<file path="src/rtl/irq_entry_pkg.sv">
package irq_entry_pkg;
  typedef enum logic [1:0] {
    ST_IDLE    = 2'd0,
    ST_PUSH_SR = 2'd1,
    ST_PUSH_PC = 2'd2,
    ST_VEC     = 2'd3
  } ent_state_e;
endpackage

</file>
<file path="src/rtl/irq_ctx_latch.sv">
module irq_ctx_latch #(
  parameter int XLEN  = 32,
  parameter int LVL_W = 4,
  parameter int VEC_W = 8
) (
  input  logic             clk_i,
  input  logic             rst_ni,
  input  logic             cap_i,
  input  logic             sp_dec_i,
  input  logic [LVL_W-1:0] level_i,
  input  logic [VEC_W-1:0] vec_i,
  input  logic [XLEN-1:0]  pc_i,
  input  logic [XLEN-1:0]  sr_i,
  input  logic [XLEN-1:0]  sp_i,
  output logic [LVL_W-1:0] level_o,
  output logic [VEC_W-1:0] vec_o,
  output logic [XLEN-1:0]  pc_o,
  output logic [XLEN-1:0]  sr_o,
  output logic [XLEN-1:0]  sp_o
);
  localparam logic [XLEN-1:0] STEP = XLEN'(XLEN / 8);

  always_ff @(posedge clk_i or negedge rst_ni) begin
    if (!rst_ni) begin
      level_o <= '0;
      vec_o   <= '0;
      pc_o    <= '0;
      sr_o    <= '0;
    end else if (cap_i) begin
      level_o <= level_i;
      vec_o   <= vec_i;
      pc_o    <= pc_i;
      sr_o    <= sr_i;
    end
  end

  // working SP: loaded at accept, stepped down per completed push
  always_ff @(posedge clk_i or negedge rst_ni) begin
    if (!rst_ni)       sp_o <= '0;
    else if (cap_i)    sp_o <= sp_i;
    else if (sp_dec_i) sp_o <= sp_o - STEP;
  end
endmodule

</file>
<file path="src/rtl/irq_addr_gen.sv">
module irq_addr_gen #(
  parameter int XLEN  = 32,
  parameter int VEC_W = 8
) (
  input  logic [XLEN-1:0]  sp_cur_i,
  input  logic [XLEN-1:0]  vbase_i,
  input  logic [VEC_W-1:0] vec_i,
  output logic [XLEN-1:0]  push_addr_o,
  output logic [XLEN-1:0]  vec_addr_o
);
  localparam int              SLOT_SH = $clog2(XLEN / 8);
  localparam logic [XLEN-1:0] STEP    = XLEN'(XLEN / 8);

  always_comb begin
    push_addr_o = sp_cur_i - STEP;
    vec_addr_o  = vbase_i + (XLEN'(vec_i) << SLOT_SH);
  end
endmodule

</file>
<file path="src/rtl/irq_entry_fsm.sv">
module irq_entry_fsm
  import irq_entry_pkg::*;
(
  input  logic       clk_i,
  input  logic       rst_ni,
  input  logic       decode_valid_i,
  input  logic       irq_req_i,
  input  logic       mem_ready_i,
  output ent_state_e state_o,
  output logic       cap_o,
  output logic       sp_dec_o,
  output logic       sr_upd_o,
  output logic       pc_upd_o
);
  ent_state_e st_q, st_d;

  always_comb begin
    st_d     = st_q;
    cap_o    = 1'b0;
    sp_dec_o = 1'b0;
    sr_upd_o = 1'b0;
    pc_upd_o = 1'b0;
    unique case (st_q)
      ST_IDLE: if (decode_valid_i && irq_req_i) begin
        cap_o = 1'b1;
        st_d  = ST_PUSH_SR;
      end
      ST_PUSH_SR: if (mem_ready_i) begin
        sp_dec_o = 1'b1;
        st_d     = ST_PUSH_PC;
      end
      ST_PUSH_PC: if (mem_ready_i) begin
        sp_dec_o = 1'b1;
        sr_upd_o = 1'b1;  // mask raised only once both words are saved
        st_d     = ST_VEC;
      end
      ST_VEC: if (mem_ready_i) begin
        pc_upd_o = 1'b1;
        st_d     = ST_IDLE;
      end
      default: st_d = ST_IDLE;
    endcase
  end

  always_ff @(posedge clk_i or negedge rst_ni) begin
    if (!rst_ni) st_q <= ST_IDLE;
    else         st_q <= st_d;
  end

  assign state_o = st_q;
endmodule

</file>
<file path="src/rtl/irq_entry_seq.sv">
module irq_entry_seq
  import irq_entry_pkg::*;
#(
  parameter int XLEN     = 32,
  parameter int LVL_W    = 4,
  parameter int VEC_W    = 8,
  parameter int MASK_LSB = 4
) (
  input  logic             clk_i,
  input  logic             rst_ni,
  input  logic             decode_valid_i,
  input  logic [XLEN-1:0]  decode_pc_i,
  input  logic             irq_req_i,
  input  logic [LVL_W-1:0] irq_level_i,
  input  logic [VEC_W-1:0] irq_vec_i,
  input  logic [XLEN-1:0]  vbase_i,
  input  logic [XLEN-1:0]  sr_i,
  input  logic [XLEN-1:0]  sp_i,
  output logic             drop_o,
  output logic             busy_o,
  output logic             mem_req_o,
  output logic             mem_we_o,
  output logic [XLEN-1:0]  mem_addr_o,
  output logic [XLEN-1:0]  mem_wdata_o,
  input  logic [XLEN-1:0]  mem_rdata_i,
  input  logic             mem_ready_i,
  output logic             sr_we_o,
  output logic [XLEN-1:0]  sr_o,
  output logic             pc_we_o,
  output logic [XLEN-1:0]  pc_o,
  output logic             sp_we_o,
  output logic [XLEN-1:0]  sp_o
);
  localparam logic [XLEN-1:0] MASK_M = XLEN'((1 << LVL_W) - 1) << MASK_LSB;

  ent_state_e       state;
  logic             cap, sp_dec, sr_upd, pc_upd;
  logic [LVL_W-1:0] lvl_q;
  logic [VEC_W-1:0] vec_q;
  logic [XLEN-1:0]  pc_q, sr_q, sp_cur, push_addr, vec_addr;

  irq_entry_fsm u_fsm (
    .clk_i          (clk_i),
    .rst_ni         (rst_ni),
    .decode_valid_i (decode_valid_i),
    .irq_req_i      (irq_req_i),
    .mem_ready_i    (mem_ready_i),
    .state_o        (state),
    .cap_o          (cap),
    .sp_dec_o       (sp_dec),
    .sr_upd_o       (sr_upd),
    .pc_upd_o       (pc_upd)
  );

  irq_ctx_latch #(.XLEN(XLEN), .LVL_W(LVL_W), .VEC_W(VEC_W)) u_ctx (
    .clk_i    (clk_i),
    .rst_ni   (rst_ni),
    .cap_i    (cap),
    .sp_dec_i (sp_dec),
    .level_i  (irq_level_i),
    .vec_i    (irq_vec_i),
    .pc_i     (decode_pc_i),
    .sr_i     (sr_i),
    .sp_i     (sp_i),
    .level_o  (lvl_q),
    .vec_o    (vec_q),
    .pc_o     (pc_q),
    .sr_o     (sr_q),
    .sp_o     (sp_cur)
  );

  irq_addr_gen #(.XLEN(XLEN), .VEC_W(VEC_W)) u_addr (
    .sp_cur_i    (sp_cur),
    .vbase_i     (vbase_i),
    .vec_i       (vec_q),
    .push_addr_o (push_addr),
    .vec_addr_o  (vec_addr)
  );

  always_comb begin
    drop_o      = cap;
    busy_o      = (state != ST_IDLE);
    mem_req_o   = busy_o;
    mem_we_o    = (state == ST_PUSH_SR) || (state == ST_PUSH_PC);
    mem_addr_o  = (state == ST_VEC) ? vec_addr : push_addr;
    mem_wdata_o = (state == ST_PUSH_SR) ? sr_q : pc_q;
    sp_we_o     = sp_dec;
    sp_o        = push_addr;
    sr_we_o     = sr_upd;
    sr_o        = (sr_q & ~MASK_M) | ((XLEN'(lvl_q) << MASK_LSB) & MASK_M);
    pc_we_o     = pc_upd;
    pc_o        = mem_rdata_i;
  end
endmodule

</file>
<file path="config.mk">
export PLATFORM = sky130hd
export DESIGN_NAME = irq_entry_seq
export DESIGN_NICKNAME = d
export VERILOG_FILES = /design/src/rtl/irq_entry_pkg.sv /design/src/rtl/irq_ctx_latch.sv /design/src/rtl/irq_addr_gen.sv /design/src/rtl/irq_entry_fsm.sv /design/src/rtl/irq_entry_seq.sv
export SDC_FILE = /design/constraint.sdc
export NUM_CORES = 1
export LEC_CHECK = 0
export ABC_AREA = 1
export BUFFER_PORTS_ARGS = -buffer_cell sky130_fd_sc_hd__clkbuf_2
export CORE_AREA = 2 2 132 134
export DETAILED_ROUTE_END_ITERATION = 10
export DIE_AREA = 0 0 134 136
export GPL_ROUTABILITY_DRIVEN = 0
export PLACE_DENSITY = 0.84
export SYNTH_ARGS = -nofsm -noshare
export SYNTH_HDL_FRONTEND = slang
export SYNTH_SLANG_ARGS = --single-unit
</file>
<file path="constraint.sdc">
create_clock -name clk_i -period 2.67 [get_ports clk_i]
set_clock_uncertainty 0.05 [all_clocks]
set_input_delay 0.1335 -clock clk_i [delete_from_list [all_inputs] [get_ports clk_i]]
set_output_delay 0.1335 -clock clk_i [all_outputs]
set_load 0.005 [all_outputs]
</file>
# Word-level counts from Yosys, hierarchy flattened
# Cells that the tools add are included.
# op_classes
add_sub_neg,2
eq_ne,7
muxes,15
n_bitwise,1
reduce_logical,7
# ops
cell,n
32-bit 2-to-1 mux,4
32-bit by 10-bit adder with 32-bit output,1
32-bit by 8-bit bitwise OR with 32-bit output,1
32-bit by 3-bit subtractor with 32-bit output (second input constant),1
2-bit 2-to-1 mux,4
2-bit case mux with 4 select lines,1
1-bit 2-to-1 mux,6
2-bit inequality test (second input constant),3
2-bit == test (second input constant),2
4-bit AND reduction,1
2-bit nonzero test,2
2-bit by 1-bit == test with 1-bit output (second input constant),1
2-bit zero test,1
2-bit by 1-bit inequality test with 1-bit output (second input constant),1
2-bit OR reduction,1
1-bit logical AND,1
1-bit logical OR,1
# word_totals
register_bits,110
word_cells,38

# Longest topological paths before layout
# Gate-level depths: netlist of the first run.
# logic_depth
word_depth,5
ltp_mapped,12

# Modules after synthesis
# A second synthesis of the first run with hierarchy kept.
# hier_totals
cells_unflattened,1323
hier_area_um2,8565.7
# modules_own_cells
mod,instances,cells_each,area_per_inst_um2
irq_ctx_latch,1,626,5042.3
irq_addr_gen,1,415,2021.9
irq_entry_seq,1,247,1256.2
irq_entry_fsm,1,35,245.2

# Worst setup path after synthesis of the first run
# No wires, ideal clock.
# synth_timing
kind,register to output
start,register u_ctx.vec_o[0]
end,output mem_addr_o[10]
arrival_ns,1.703
required_time_ns,2.487
path_slack_ns,0.784
stages_incl_launch_ff,11
path_buffers,1
path_cell_list,dfrtp_1 > ha_1 > fa_1 > nand2_1 > a21oi_2 > nand2_1 > nand2_1 > buf_4 > a21oi_1 > o21ai_0 > o21ai_0
# synth_via
elab_chain_len,2
# synth_lines
item,line,source
"start, declared",irq_ctx_latch.sv:16,"output logic [VEC_W-1:0] vec_o,"
"start signal, assigned",irq_ctx_latch.sv:31,vec_o <= vec_i;
32-bit by 10-bit adder with 32-bit output,irq_addr_gen.sv:16,vec_addr_o = vbase_i + (XLEN'(vec_i) << SLOT_SH);
32-bit 2-to-1 mux,irq_entry_seq.sv:85,mem_addr_o = (state == ST_VEC) ? vec_addr : push_addr;
"end, declared",irq_entry_seq.sv:23,"output logic [XLEN-1:0] mem_addr_o,"
# No other way between the ends.

# Final worst setup path of the first run
# layout_timing
start,register u_ctx.sp_o[2]
end,output mem_addr_o[30]
# layout_via
elab_chain_len,2
# layout_lines
item,line,source
"start, declared",irq_ctx_latch.sv:19,output logic [XLEN-1:0] sp_o
"start signal, assigned",irq_ctx_latch.sv:40,else if (cap_i) sp_o <= sp_i;
"start signal, assigned",irq_ctx_latch.sv:41,else if (sp_dec_i) sp_o <= sp_o - STEP;
32-bit by 3-bit subtractor with 32-bit output,irq_addr_gen.sv:15,push_addr_o = sp_cur_i - STEP;
32-bit 2-to-1 mux,irq_entry_seq.sv:85,
# No other way between the ends.

==> results of run 1 <==
cell type report:
type | count | area share (%)
antenna | 1 | 0.0246
clock buffer | 9 | 2.22
clock inverter | 7 | 0.862
inverter | 110 | 4.09
multi-input combinational | 819 | 38.0
sequential | 110 | 27.1
tap | 225 | 2.77
timing repair buffer | 393 | 24.9
cell usage after synthesis:
cell | n | area (um^2)
nor2_4 | 4 | 45.0
buf_1 | 2 | 7.51
nand2_2 | 7 | 43.8
dfrtp_1 | 110 | 2750
nand2_1 | 489 | 1840
nor2_2 | 8 | 50.1
nand2_4 | 1 | 11.3
clkinv_1 | 2 | 7.51
o211ai_1 | 9 | 67.6
a21oi_1 | 7 | 35.0
nor2_1 | 75 | 282
xor2_1 | 12 | 105
o221ai_1 | 4 | 35.0
clkbuf_1 | 24 | 90.1
or2_2 | 2 | 12.5
and2_1 | 4 | 25.0
inv_1 | 107 | 402
buf_4 | 64 | 480
ha_1 | 14 | 175
buf_2 | 12 | 60.1
nor3_1 | 2 | 10.0
nand3_1 | 61 | 305
o22ai_1 | 2 | 12.5
nor2_8 | 2 | 40.0
o21ai_0 | 80 | 400
nand4_1 | 8 | 50.1
o21bai_1 | 1 | 7.51
nand3b_1 | 8 | 60.1
xor2_2 | 7 | 114
inv_2 | 1 | 3.75
xnor2_2 | 1 | 16.3
xnor2_1 | 9 | 78.8
fa_1 | 1 | 20.0
a21oi_2 | 1 | 8.76
power by group through the flow:
stage	clock network, mW	logic (mW)	registers, mW
after detailed placement	0	5.63	2.98
after floorplan	0	3.65	2.84
after global routing	1.51	6.57	3.07
after global placement	0	5.49	2.96
after CTS	1.45	5.77	2.96
final	1.42	5.91	2.99
worst max-delay path by stage:
stage / startpoint / endpoint / slack, ns / cells past startpoint
6_report: u_ctx.sp_o[2] / mem_addr_o[30] / 0.19 / 10
5_1_grt: u_ctx.vec_o[0] / mem_addr_o[12] / 0.04 / 11
4_1_cts: u_ctx.vec_o[0] / mem_addr_o[12] / 0.02 / 10
3_5_place_dp: u_ctx.vec_o[0] / mem_addr_o[12] / 0.41 / 10
3_3_place_gp: u_ctx.vec_o[0] / mem_addr_o[12] / 0.49 / 10
2_1_floorplan: u_ctx.vec_o[0] / mem_addr_o[10] / 0.78 / 10
timing repair:
item,4_1_cts,5_1_grt
hold endpoints to repair,131,0
endpoints found under the setup margin,0,8
gates resized for setup,0,4
hold buffers,101,0
registers in the layout, indices dropped and copies added (netlist names):
| name | count |
|---|---|
| u_ctx.level_o | 4 |
| u_ctx.pc_o | 32 |
| u_ctx.sp_o | 32 |
| u_ctx.sr_o | 32 |
| u_ctx.vec_o | 8 |
| u_fsm.state_o | 2 |
layer usage:
layer / part of all wire, % / global-route usage, % / up-vias
met1: 37 / 33.3 / 3851
met4: 4.3 / 12.5 / 2
met2: 49 / 50.4 / 538
met3: 10 / 7.38 / 97
met5: 0.049 / 0 / -
li1: - / - / 4070
metrics by stage:
stage	hold slack, ns	util (%)	power [mW]
2_1_floorplan	-0.212	-	6.49
3_3_place_gp	0.0478	52.3	8.45
3_5_place_dp	0.0540	52.3	8.61
4_1_cts	0.00499	60.1	10.2
5_1_grt	0.00787	60.2	11.1
6_report	0.0214	60.2	10.3
cell families after synthesis:
family	after synthesis	share of synthesized area, %
AO/OA/AOI/OAI	104	7.41
buffers and inverters	212	13.7
AND/OR/NAND/NOR	671	36.2
flip-flops	110	36.0
adder cells (fa/ha/maj)	15	2.55
XOR/XNOR	29	4.11
cell usage in the layout, fill, tap and decap left out, types with 12 or more instances in the layout:
cell           synthesis  routed
dlygate4sd3_1          0     101
nand2_1              489     487
buf_4                 64      12
nor2_1                75      75
nand3_1               61      60
inv_1                107     106
clkbuf_2               0     278
o21ai_0               80      80
ha_1                  14      13
dfrtp_1              110     110
xor2_1                12      12
tightest hold or removal path: stages:
cell and delay, ns:
clkbuf_2 0.08, nand2_1 0.06, o211ai_1 0.10
==> summary.md, run 1 <==
Critical path
• **type of element launching the critical path** flop
• **number of cells on the worst reg-to-reg path** 9
• **required time at the worst-slack endpoint** 2.49 ns
• **R2R Path End** u_ctx.sp_o[29]
• **category of the critical setup timing path** reg -> out
• **worst reg2reg path startpoint** u_fsm.state_o[0]
• **buffer and inverter count on the worst path** 2
• **cell repeated most along the worst path** nand2_1
• **ordered list of cells on the worst path** inv_2 > ha_1 > nand2_1 > nor2_1 > nand2_1 > nor2_2 > xor2_2 > nand2_1 > nand2_1 > clkbuf_2
• **endpoint type of the worst setup path** output port
• **cell type of the slowest stage on the worst timing path** dfrtp_1
• **peak fanout along the critical path** 6
• **endpoint arrival time on the critical path** 2.30 ns
• **cell type group with the largest total delay on the critical path** simple AND/OR/NAND/NOR gates
• **Register-to-Register Setup Slack** 0.62 ns
• **CP max stage delay** 0.39 ns

Drt
• **detailed-route vias per instance** 5.11
• **antenna viol nets, final** 0
• **1st-iter DRT viols** 495
• **iteration count of the initial detailed-routing pass** 5
• **remaining routing DRC violations** 0
• **detailed-route wire length** 26300 um
• **drt wl/cell** 15.7 um
• **number of vias in the routed layout** 8558

Timing
• **crit path time final** 2.48 ns
• **worst path setup slack after routing** 0.187 ns
• **TNS Setup** 0 ns
• **Achievable Freq** 403 MHz
• **RSZ-0062 raised after global routing** no
• **number of pins exceeding their max-slew limit in the final report** 0
• **Tightest Pin Transition** 0.604 ns
• **setup-violating endpoint count in the final report** 0
• **worst max-slew margin expressed relative to the limit** 59.8%
• **crit share post-route** 93.0%
• **final hold violation count** 0

Yosys
• **cells after synthesis** 1141
• **mean post-synth cell area** 6.70 um^2
• **count of warnings emitted by yosys** 0
• **flops & latches, synth** 110
• **nets in the synthesized netlist** 1333
• **sequential fraction of the synthesis area** 36.0%
• **post-synth design cell area** 7650 um^2
• **synth unique cells** 34

Cells and area
• **final std cells w/o fill** 1674
• **Nets** 1635
• **post-route cell area** 10200 um^2
• **multi-input combinational cell area** 3870 um^2
• **share of cells above drive strength 1** 24.0%
• **number of fillers in the final layout** 1482
• **area taken by flip-flops and latches** 2750 um^2
• **Layout area overhead** 32.9%

Global route
• **antenna violations before repair** 2
• **gr ovfl total** 0
• **first-pass GRT wire length** 41600 um
• **largest net degree at the start of global routing** 95
• **number of global-route vias before repair** 8386
• **global-route usage over all layers** 28.8%

CTS
• **number of buffers created by CTS** 9
• **TritonCTS clock tree** built
• **maximum buffer depth of the clock tree** 2
• **Clk Tree Root Cell** clkbuf_16
• **buffers inserted during post-CTS setup optimization** 0
• **clock-pin slew of the registers on the worst-case setup and hold paths** 0.08 ns
• **clock network latency to the later pin of the worst-skew pair** 0.35 ns
• **# clock sinks** 110
• **count of H-tree levels built during CTS** 3

Placed design
• **instance area after placement** 8820 um^2
• **number of placed instances, taps included** 1556
• **count of input and output buffers** 279
• **pre-CTS setup slack** 0.409 ns
• **HPWL reported at the end of detailed placement** 18200 um

Die
• **starting density of the core** 45.3%
• **width of the die** 134 um
• **Placeable Area** 16900 um^2
• **die area** 18200 um^2
• **floorplan row count** 48
• **y dimension of the die** 136 um
• **# IOs** 344

Power and ir drop
• **combinational share of power** 57.2%
• **reported net switching power** 4.86 mW
• **relative contribution of the clock network to total power** 13.8%
• **peak supply drop** 563 uV
• **LEAKAGE** 5.58 nW
• **Sw Share** 47.0%
• **power density normalized to cell area** 1020 nW/um^2
• **sequential power share** 29.0%
• **Cell Int Power** 5.47 mW

Min path
• **hold-critical path endpoint** u_ctx.sp_o[6]
• **HP Start** sp_i[6]
• **path type of the worst min-delay path** in -> reg
• **hold-critical path depth** 3

Run status
• **status** finished, final reports clean

Run
• **number of maximum-capacitance violations** 0

(Power assumes the default switching activity.)
==> inputs of run 2 (changes only) <==
Settings changed: CORE_AREA 2 2 132 134 to 2 2 133 135, DIE_AREA 0 0 134 136 to 0 0 135 137, PLACE_DENSITY 0.84 to 0.89, SYNTH_HIERARCHICAL set to 1.
==> run 2 against run 1 <==
Sequential share of layout area fell by 2.2 points. Count of clock-buffer cells in the layout is the same. Non-clock buffer count shrank 7. Synthesized cell count increased by 16%. Via count increased by 18%. Clock power is 3% lower. Die area up 1.5%. Utilization rose by 4.7 points. Combinational power grew 21%. Sequential cell count unchanged. Global-route usage increased by 3.1 points. Critical endpoint is now mem_addr_o[10]. Largest power group unchanged.
==> summary.md, run 2 <==
Critical path
• **CP max stage delay** 0.50 ns
• **cell type of the slowest stage on the worst timing path** xor2_1
• **buffer and inverter count on the worst path** 2
• **endpoint arrival time on the critical path** 2.33 ns
• **peak fanout along the critical path** 5
• **cell type group with the largest total delay on the critical path** simple AND/OR/NAND/NOR gates
• **ordered list of cells on the worst path** inv_2 > ha_1 > nand2_2 > nor2_2 > xor2_1 > nand2_2 > nand2_1 > clkbuf_2
• **category of the critical setup timing path** reg -> out
• **R2R Path End** u_ctx/sp_o[5]
• **worst reg2reg path startpoint** u_fsm/state_o[0]
• **number of cells on the worst reg-to-reg path** 8
• **Register-to-Register Setup Slack** 0.42 ns
• **cell repeated most along the worst path** nand2_2
• **type of element launching the critical path** flop
• **required time at the worst-slack endpoint** 2.49 ns
• **endpoint type of the worst setup path** output port

Yosys
• **simple-gate portion of the synthesized area** 44.7%
• **xor/xnor cell area share of the yosys netlist** 4.60%
• **mux cell area share after synthesis** 0%
• **cells after synthesis** 1323
• **post-synth design cell area** 8570 um^2
• **async set-reset flop share out of synthesis** 100%
• **ranking of synthesized cells by area** dfrtp_1 32%, nand2_1 29%, nor2_1 5.0%, inv_1 4.2%, nand3_1 3.7%
• **post-synthesis adder-cell area fraction** 3.01%
• **synth unique cells** 43
• **most instantiated cells after synthesis** 657 x nand2_1, 113 x nor2_1, 110 x dfrtp_1, 96 x inv_1, 64 x nand3_1
• **mean post-synth cell area** 6.47 um^2
• **count of warnings emitted by yosys** 6
• **post-synth top area share** 32.1%
• **largest family of logic cells by synthesized area** simple AND/OR/NAND/NOR gates
• **most common cell in the synthesized netlist** nand2_1
• **nets in the synthesized netlist** 1520
• **compound-cell area share of the yosys netlist** 4.27%
• **sequential fraction of the synthesis area** 32.1%
• **most frequently used flop master after synthesis** dfrtp_1
• **cell taking the most area after synthesis** dfrtp_1
• **flops & latches, synth** 110
• **EDFF count, synth** 0

Timing
• **setup-violating endpoint count in the final report** 0
• **minimum hold slack** 0.0170 ns
• **number of pins exceeding their max-slew limit in the final report** 0
• **Achievable Freq** 397 MHz
• **crit share post-route** 94.2%
• **final hold violation count** 0
• **TNS Setup** 0 ns
• **crit path time final** 2.52 ns
• **RSZ-0062 raised after global routing** no
• **Tightest Pin Transition** 0.680 ns
• **worst max-slew margin expressed relative to the limit** 54.5%

Power and ir drop
• **sequential power share** 29.1%
• **power density normalized to cell area** 1090 nW/um^2
• **combinational share of power** 59.5%
• **peak supply drop** 615 uV
• **LEAKAGE** 6.34 nW
• **relative contribution of the clock network to total power** 11.5%
• **Cell Int Power** 5.88 mW
• **Sw Share** 51.1%
• **reported net switching power** 6.15 mW

Cells and area
• **most common cell after layout, fill and taps aside** nand2_1
• **share of cells above drive strength 1** 22.3%
• **most used cells in the layout excluding fill and tap cells** 657 x nand2_1, 278 x clkbuf_2, 112 x nor2_1
• **Layout area overhead** 29.3%
• **Nets** 1841
• **registers with the most flip-flops** u_ctx/pc_o x32, u_ctx/sp_o x32, u_ctx/sr_o x32
• **post-route cell area** 11100 um^2
• **final core utilization** 65.0%

Min path
• **path type of the worst min-delay path** in -> reg
• **hold-critical path depth** 3
• **HP Start** sp_i[28]
• **hold-critical path endpoint** u_ctx/sp_o[28]

Global route
• **global-route usage over all layers** 31.9%
• **antenna violations before repair** 3
• **largest net degree at the start of global routing** 107
• **first-pass GRT wire length** 46800 um
• **gr ovfl total** 0
• **number of global-route vias before repair** 9404

Die
• **width of the die** 135 um
• **die area** 18500 um^2
• **floorplan row count** 48
• **Placeable Area** 17100 um^2
• **# IOs** 344
• **starting density of the core** 50.2%
• **y dimension of the die** 137 um

Drt
• **remaining routing DRC violations** 0
• **drt wl/cell** 16.1 um
• **number of vias in the routed layout** 10095
• **iteration count of the initial detailed-routing pass** 6
• **1st-iter DRT viols** 801
• **antenna viol nets, final** 0
• **detailed-route vias per instance** 5.38
• **detailed-route wire length** 30200 um

CTS
• **number of buffers created by CTS** 9
• **count of H-tree levels built during CTS** 3
• **Clk Tree Root Cell** clkbuf_16
• **clock network latency to the later pin of the worst-skew pair** 0.35 ns
• **buffers inserted during post-CTS setup optimization** 0
• **maximum buffer depth of the clock tree** 2
• **TritonCTS clock tree** built
• **# clock sinks** 110
• **clock-pin slew of the registers on the worst-case setup and hold paths** 0.08 ns

Placed design
• **HPWL reported at the end of detailed placement** 20000 um
• **count of input and output buffers** 279
• **instance area after placement** 9780 um^2

Run status
• **status** finished, final reports clean

Run
• **number of maximum-capacitance violations** 0

run 2: changes by cell type after synthesis, moves of 16 or more:
| cell | before | now |
|---|---|---|
| a22oi_1 | 0 | 18 |
| buf_4 | 64 | 37 |
| nand2_1 | 489 | 657 |
| nand2_2 | 7 | 26 |
| nor2_1 | 75 | 113 |
| o21ai_0 | 80 | 10 |
| xor2_1 | 12 | 28 |
run 2: power by group through the flow:
stage / Sequential [mW] / Clock [mW] / Combinational, mW
floorplan: 3.19 / 0 / 4.52
global placement: 3.38 / 0 / 6.56
detailed placement: 3.43 / 0 / 6.72
CTS: 3.40 / 1.40 / 6.86
global route: 3.57 / 1.46 / 7.88
finish: 3.49 / 1.38 / 7.15
run 2: cell families after synthesis:
family                   count (synthesis)
AND/OR/NAND/NOR                        917
adder cells (fa/ha/maj)                 20
flip-flops                             110
buffers and inverters                  176
XOR/XNOR                                45
AO/OA/AOI/OAI                           55
run 2: area by class of cell:
type	count	area (um^2)
fillers	1391	5980
multi-input cells	1037	4860
flip-flops and latches	110	2750
repair buffers	386	2480
inverters	100	390
well taps	225	282
clock buffers	9	225
clock inverters	7	72.6
diodes	3	7.51
run 2: metrics by stage:
step	setup slack, ns	cells	power (mW)
finish	0.154	1877	12.0
global route	0.00217	1875	12.9
CTS	0.0146	1874	11.7
detailed placement	0.0372	1760	10.2
global placement	0.135	1760	9.94
floorplan	0.845	1323	7.71
run 2: how the worst max path moves through the flow:
stage	slack, ns	start	end	cells after the start
3_3_place_gp	0.13	u_fsm/state_o[0]	u_ctx/sp_o[6]	8
3_5_place_dp	0.04	u_fsm/state_o[0]	u_ctx/sp_o[5]	8
5_1_grt	0.002	u_ctx/sp_o[2]	mem_addr_o[10]	8
6_report	0.15	u_ctx/sp_o[2]	mem_addr_o[10]	8
4_1_cts	0.01	u_fsm/state_o[0]	u_ctx/sp_o[5]	8
2_1_floorplan	0.85	u_ctx/vec_o[0]	mem_addr_o[14]	11
run 2: worst reg2reg max path, delay by kind of cell (launching register included):
kind | cells | cell delay, ns
AOI/OAI and AO/OA | 2 | 0.24
and+or+nand+nor | 2 | 0.59
buffers and inverters | 3 | 0.45
adders and majority gates | 1 | 0.33
DFF | 1 | 0.46
run 2: what timing repair did:
action	CTS	global route
endpoints found under the hold margin	139	0
resized for setup	0	4
hold buffers	98	0
endpoints found under the setup margin	0	12
run 2: layer usage:
metal  vias to the layer above  global-route usage (%)  part of all wire [%]
met4                         2                    16.8                   6.1
met2                       726                    54.3                    46
met1                      4537                    37.0                    36
li1                       4673                       -                     -
met5                         -                       0                 0.043
met3                       157                    8.19                    11
